--- config.mk ---
export PLATFORM = sky130hd
export DESIGN_NAME = dto_clk_gen
export DESIGN_NICKNAME = d
export VERILOG_FILES = /design/src/rtl/dto_pkg.sv /design/src/rtl/dto_regs.sv /design/src/rtl/dto_accum.sv /design/src/rtl/dto_strobe.sv /design/src/rtl/dto_clk_gen.sv
export SDC_FILE = /design/constraint.sdc
export NUM_CORES = 1
export LEC_CHECK = 0
export ABC_AREA = 0
export BUFFER_PORTS_ARGS = -buffer_cell sky130_fd_sc_hd__buf_2
export CORE_ASPECT_RATIO = 1.1
export CORE_UTILIZATION = 45
export DETAILED_ROUTE_END_ITERATION = 16
export GPL_TIMING_DRIVEN = 0
export PLACE_DENSITY = 0.67
export SETUP_SLACK_MARGIN = 0.2
export SLEW_MARGIN = 15
export SYNTH_ARGS = -nofsm -noshare
export SYNTH_HDL_FRONTEND = slang
export SYNTH_SLANG_ARGS = --single-unit
--- constraint.sdc ---
create_clock -name clk -period 6.44 [get_ports clk]
set_input_delay 1.288 -clock clk [delete_from_list [all_inputs] [get_ports clk]]
set_output_delay 1.288 -clock clk [all_outputs]
set_load 0.01 [all_outputs]
--- src/rtl/dto_pkg.sv ---
package dto_pkg;
  typedef enum logic [1:0] {
    REG_CTRL  = 2'd0,
    REG_PHASE = 2'd1,
    REG_MOD   = 2'd2
  } dto_addr_e;

  localparam int CTRL_EN_BIT  = 0;
  localparam int CTRL_SEL_BIT = 1;
  localparam int CTRL_DIV_LSB = 4;
  localparam int DIV_W        = 4;
  localparam int CTRL_ST_BIT  = 8;

  localparam logic [DIV_W-1:0] DIV_QUARTER = 4'd2;
  localparam logic [DIV_W-1:0] DIV_HALF    = 4'd4;
endpackage

--- src/rtl/dto_regs.sv ---
module dto_regs
  import dto_pkg::*;
#(
  parameter int DW = 32
) (
  input  logic             clk,
  input  logic             rst_n,
  input  logic             wr_en,
  input  logic [1:0]       wr_addr,
  input  logic [DW-1:0]    wr_data,
  input  logic [1:0]       rd_addr,
  output logic [DW-1:0]    rd_data,
  output logic             run,
  output logic             sel_req,
  output logic [DIV_W-1:0] div_code,
  output logic [DW-1:0]    act_phase,
  output logic [DW-1:0]    act_mod,
  output logic             commit
);
  logic          en_q, st1_q;
  logic [DW-1:0] stg_phase, stg_mod;

  always_ff @(posedge clk) begin
    if (!rst_n) begin
      en_q      <= 1'b0;
      sel_req   <= 1'b0;
      div_code  <= '0;
      stg_phase <= '0;
      stg_mod   <= '0;
      act_phase <= '0;
      act_mod   <= '0;
      commit    <= 1'b0;
    end else begin
      commit <= 1'b0;
      if (wr_en) begin
        case (wr_addr)
          REG_CTRL: begin
            en_q     <= wr_data[CTRL_EN_BIT];
            sel_req  <= wr_data[CTRL_EN_BIT] & wr_data[CTRL_SEL_BIT];
            div_code <= wr_data[CTRL_DIV_LSB +: DIV_W];
            if (!wr_data[CTRL_EN_BIT]) begin
              stg_phase <= '0;
              stg_mod   <= '0;
              act_phase <= '0;
              act_mod   <= '0;
            end
          end
          REG_PHASE: stg_phase <= wr_data;
          REG_MOD: begin
            stg_mod   <= wr_data;
            act_phase <= stg_phase;
            act_mod   <= wr_data;
            commit    <= 1'b1;
          end
          default: ;
        endcase
      end
    end
  end

  // two-stage start confirmation
  always_ff @(posedge clk) begin
    if (!rst_n) begin
      st1_q <= 1'b0;
      run   <= 1'b0;
    end else begin
      st1_q <= en_q;
      run   <= en_q & st1_q;
    end
  end

  always_comb begin
    rd_data = '0;
    case (rd_addr)
      REG_CTRL: begin
        rd_data[CTRL_EN_BIT]                = en_q;
        rd_data[CTRL_SEL_BIT]               = sel_req;
        rd_data[CTRL_DIV_LSB +: DIV_W]      = div_code;
        rd_data[CTRL_ST_BIT]                = run;
      end
      REG_PHASE: rd_data = stg_phase;
      REG_MOD:   rd_data = stg_mod;
      default:   rd_data = '0;
    endcase
  end

  AST_STATUS_LATE: assert property (@(posedge clk) disable iff (!rst_n)
    $rose(run) |-> ($past(en_q, 1) && $past(en_q, 2)));
  AST_STATUS_DROP: assert property (@(posedge clk) disable iff (!rst_n)
    $fell(en_q) |=> !run);
endmodule

--- src/rtl/dto_accum.sv ---
module dto_accum #(
  parameter int DW = 32
) (
  input  logic          clk,
  input  logic          rst_n,
  input  logic          run,
  input  logic          commit,
  input  logic [DW-1:0] phase,
  input  logic [DW-1:0] modulo,
  output logic          fire,
  output logic          pulse
);
  localparam int SW = DW + 1;

  logic [DW-1:0] acc_q, eff_phase, base;
  logic [SW-1:0] sum, wrapped;

  always_comb begin
    eff_phase = (phase > modulo) ? modulo : phase;
    base      = commit ? '0 : acc_q;
    sum       = {1'b0, base} + {1'b0, eff_phase};
    wrapped   = sum - {1'b0, modulo};
    fire      = run && (modulo != '0) && (sum >= {1'b0, modulo});
  end

  always_ff @(posedge clk) begin
    if (!rst_n || !run) begin
      acc_q <= '0;
      pulse <= 1'b0;
    end else begin
      acc_q <= fire ? wrapped[DW-1:0] : sum[DW-1:0];
      pulse <= fire;
    end
  end

  AST_ACC_BOUND: assert property (@(posedge clk) disable iff (!rst_n)
    (run && !commit && modulo != '0) |-> (acc_q < modulo));
  AST_ZERO_MOD_SILENT: assert property (@(posedge clk) disable iff (!rst_n)
    (run && modulo == '0) |=> !pulse);
  AST_PULSE_NEEDS_RUN: assert property (@(posedge clk) disable iff (!rst_n)
    pulse |-> $past(run));
endmodule

--- src/rtl/dto_strobe.sv ---
module dto_strobe
  import dto_pkg::*;
(
  input  logic             clk,
  input  logic             rst_n,
  input  logic             run,
  input  logic             fire,
  input  logic [DIV_W-1:0] div_code,
  output logic             stb
);
  logic [1:0] cnt_q, limit;

  always_comb begin
    case (div_code)
      DIV_QUARTER: limit = 2'd3;
      DIV_HALF:    limit = 2'd1;
      default:     limit = 2'd0;
    endcase
  end

  always_ff @(posedge clk) begin
    if (!rst_n || !run) begin
      cnt_q <= '0;
      stb   <= 1'b0;
    end else begin
      stb <= fire && (cnt_q == limit);
      if (fire) cnt_q <= (cnt_q == limit) ? 2'd0 : cnt_q + 2'd1;
    end
  end
endmodule

--- src/rtl/dto_clk_gen.sv ---
module dto_clk_gen
  import dto_pkg::*;
#(
  parameter int DW = 32
) (
  input  logic          clk,
  input  logic          rst_n,
  input  logic          wr_en,
  input  logic [1:0]    wr_addr,
  input  logic [DW-1:0] wr_data,
  input  logic [1:0]    rd_addr,
  output logic [DW-1:0] rd_data,
  output logic          en_status,
  output logic          dto_pulse,
  output logic          pix_stb,
  output logic          src_sel
);
  logic             run, sel_req, commit, fire;
  logic [DIV_W-1:0] div_code;
  logic [DW-1:0]    act_phase, act_mod;

  dto_regs #(.DW(DW)) u_regs (
    .clk(clk), .rst_n(rst_n), .wr_en(wr_en), .wr_addr(wr_addr),
    .wr_data(wr_data), .rd_addr(rd_addr), .rd_data(rd_data),
    .run(run), .sel_req(sel_req), .div_code(div_code),
    .act_phase(act_phase), .act_mod(act_mod), .commit(commit)
  );

  dto_accum #(.DW(DW)) u_accum (
    .clk(clk), .rst_n(rst_n), .run(run), .commit(commit),
    .phase(act_phase), .modulo(act_mod), .fire(fire), .pulse(dto_pulse)
  );

  dto_strobe u_stb (
    .clk(clk), .rst_n(rst_n), .run(run), .fire(fire),
    .div_code(div_code), .stb(pix_stb)
  );

  always_ff @(posedge clk) begin
    if (!rst_n) src_sel <= 1'b0;
    else        src_sel <= sel_req & run;
  end

  assign en_status = run;

  AST_SEL_GATED: assert property (@(posedge clk) disable iff (!rst_n)
    src_sel |-> en_status);
  AST_SEL_AFTER_STATUS: assert property (@(posedge clk) disable iff (!rst_n)
    $rose(src_sel) |-> $past(en_status));
  AST_STB_SUBSET: assert property (@(posedge clk) disable iff (!rst_n)
    pix_stb |-> dto_pulse);
endmodule

==> reports/qor.txt <==
Via count - 12,400
Clk Latency, worst-skew pair - 0.43 ns
GRT Total Usage - 30.9%
Initial antenna violation count - 0
Netlist cell types - 73
CTS tree - built
Fmax - 0.147 GHz
Status - finished with violations
Fin crit period - 6.80 ns
CTS max path bufs - 2
Crit path capture type - flip-flop
P per Cell Area - 201 nW/um^2
Clk slew on worst S/H paths - 0.07 ns
Post-route setup TNS - -10.18 ns
Hold WS - 0.479 ns
CP Launch Type - flip-flop
Cells after Synth - 1,457
CORE AREA - 24,700 sq um
Hold EP - u_regs.run
Async SR Flop Fraction - 0%
Synthesis-stage register bit count - 142
Worst min path class - flip-flop to flip-flop
Synth Flop Type - dfxtp_1
Largest net degree at the start of global routing - 17
FF-to-FF path depth - 33
Antenna fix cells - 0
Placed cell area - 12,300 sq um
Die extent in x - 154 um
Worst vdd ir - 160 uV
Synth area leaders - dfxtp_1, ha_1, nand3_1
Max-cap viol count - 0
Relative slew slack - 28.3%
Die Ht - 169 um
Global-route wire length before repair - 63,200 um
RePlAce Congestion - 0.939
CP max stage cell - or4_4
Avg WL per Cell - 21.3 um
CTS buffer count - 17
Hold Path Origin - u_regs.st1_q
Port Buffers - 73
Routed vias/inst - 6.40
Synthesis-to-layout area growth - 26.4%
Max Fanout on Critical Path - 6
Reg2Reg Setup Slack - -0.36 ns
Setup violations, final - 36
DRT Wirelength - 41,300 um
I/O pins - 75
Mapped cell area - 11,400 sq um
Initial DRC count - 1,122
Tcrit/Tclk final - 106%
Worst r2r src - u_regs.act_mod[26]
Root buffer selected by CTS - clkbuf_16
Kind of critical path - flip-flop to flip-flop
EDFF count, synth - 0
Synthesized Nets - 1,598
Post-DP HPWL - 30,000 um
Row count - 60
Power, Total - 2.90 mW
Post-route DRC - 0
Worst Path Arrival - 7.09 ns
Pleak - 5.97 nW
Antenna Nets Post-Route - 0
Layout cells sized above 1 - 25.0%
Die area - 26,000 sq um
Grt total ovfl - 0
Clk_skew - 0.0166 ns
Initial Util - 46.2%
RSZ-0062 raised after global routing - true
Final WS setup - -0.364 ns
Vias in the first global route - 11,600
Reg2reg end - u_accum.acc_q[5]
WP data required - 6.72 ns
Final Cell Area - 14,400 sq um
Sequential share of the synthesized area - 24.9%
# nets final - 1,758
1st-pass router iterations - 8
Avg Inst Size Synth - 7.83 sq um
Fin. Hold Viols - 0
Clock sinks - 142
Yosys warning count - 0
Worst-Margin Slew - 1.08 ns
Htree depth - 4
Post-synth top area share - 24.9%
Synth area leader - dfxtp_1
Cts hold-fix bufs - 0
Failing checks - negative setup slack
Hold depth - 1
Pins Over Slew Limit - 0
Max incr delay on CP - 0.54 ns
==> state kept, by name, summed over array words and instances (netlist names), 2 cells and up <==
signal,count
u_regs.stg_phase,32
u_regs.div_code,4
u_regs.act_mod,32
u_accum.acc_q,32
u_stb.cnt_q,2
u_regs.act_phase,32
==> kinds of logic (layout without fill, tap and decap cells) <==
logic type / Yosys count / after routing / synth area share [%]
and+or+nand+nor: 466 / 466 / 21.3
buffers and inverters: 166 / 338 / 5.78
DFF: 142 / 142 / 24.9
muxes: 5 / 5 / 0.439
xor gates and xnor gates: 55 / 55 / 4.22
adders and majority gates: 102 / 102 / 11.3
AOI/OAI and AO/OA: 521 / 521 / 32.1
==> repair_timing <==
action	4_1_cts	5_1_grt
setup endpoints to repair	36	36
pin swaps	45	54
resized for setup	173	117
gates cloned	2	0
buffers inserted	49	17
==> layout make-up <==
cell class / count / area, sq um
fill: 2275 / 10300
timing repair buffer: 141 / 947
tap: 310 / 388
multi-input combinational: 1149 / 8780
sequential: 142 / 2930
clock buffer: 17 / 425
inverter: 59 / 241
buffer: 107 / 563
clock inverter: 14 / 149
==> through the flow <==
step / cells / utilization (%) / worst slack, ns
3_5_place_dp: 1840 / 49.8 / -1.52
5_1_grt: 1939 / 58.4 / -0.533
2_1_floorplan: 1457 / - / 0.216
6_report: 1939 / 58.4 / -0.364
3_3_place_gp: 1840 / 49.8 / -1.56
4_1_cts: 1922 / 56.0 / -0.402
==> layout by cell type (no fill, tap or decap), drive strengths merged, types with 9 or more instances in the layout <==
| master | synthesis | final |
|---|---|---|
| a21oi | 127 | 127 |
| dfxtp | 142 | 142 |
| a21o | 40 | 40 |
| xnor2 | 33 | 33 |
| ha | 100 | 100 |
| nand2 | 85 | 85 |
| nor2b | 74 | 74 |
| nor3 | 22 | 22 |
| a22oi | 25 | 25 |
| xor2 | 22 | 22 |
| nor4 | 11 | 11 |
| a22o | 63 | 63 |
| a21boi | 35 | 35 |
| inv | 59 | 66 |
| clkbuf | 85 | 99 |
| a211oi | 14 | 14 |
| o211ai | 10 | 10 |
| and2 | 9 | 9 |
| nand4 | 50 | 50 |
| o21a | 9 | 9 |
| o21ai | 69 | 69 |
| o2111ai | 34 | 34 |
| o31ai | 38 | 38 |
| nand3 | 132 | 132 |
| nor2 | 50 | 50 |
| a31oi | 11 | 11 |
| buf | 22 | 166 |
==> worst max-delay path by stage <==
stage	start	to	cells after the start
final	u_regs.act_mod[26]	u_accum.acc_q[5]	33
after detailed placement	u_regs.act_mod[23]	u_accum.acc_q[16]	30
after floorplan	u_regs.act_mod[28]	u_accum.acc_q[0]	31
after global routing	u_regs.act_mod[26]	u_accum.acc_q[3]	34
after global placement	u_regs.act_mod[23]	u_stb.stb	30
after CTS	u_regs.act_mod[27]	u_accum.acc_q[15]	31
==> critical path, delay by kind of cell, from the launching register on <==
| family | cells | cell delay [ns] |
|---|---|---|
| adder cells (fa/ha/maj) | 4 | 1.07 |
| flip-flops | 1 | 0.39 |
| AO/OA/AOI/OAI | 14 | 2.46 |
| buffers and inverters | 6 | 0.70 |
| AND/OR/NAND/NOR | 9 | 2.01 |
==> report_power, final <==
group	switching, mW	internal, mW
clock network	0.444	0.545
registers	0.0185	0.885
logic	0.586	0.424
==> synthesized netlist by cell type (33+ instances only) <==
cell type	count
nand3_1	132
a21o_1	40
xnor2_1	33
inv_1	59
o2111ai_1	34
ha_1	100
a22o_1	63
a21oi_1	125
o21ai_0	53
nand2_1	84
nand4_1	50
dfxtp_1	142
nor2b_1	74
nor2_1	49
clkbuf_1	84
o31ai_1	36
a21boi_0	34
==> layer usage <==
layer	GRT usage (%)	vias to the layer above	wire length (um)
met5	0	-	0
met4	11.9	0	1450
met3	5.22	117	2770
met2	52.2	565	19600
met1	39.3	5871	17400
li1	-	5863	-
No activity file was read; power rests on OpenSTA's default activity.
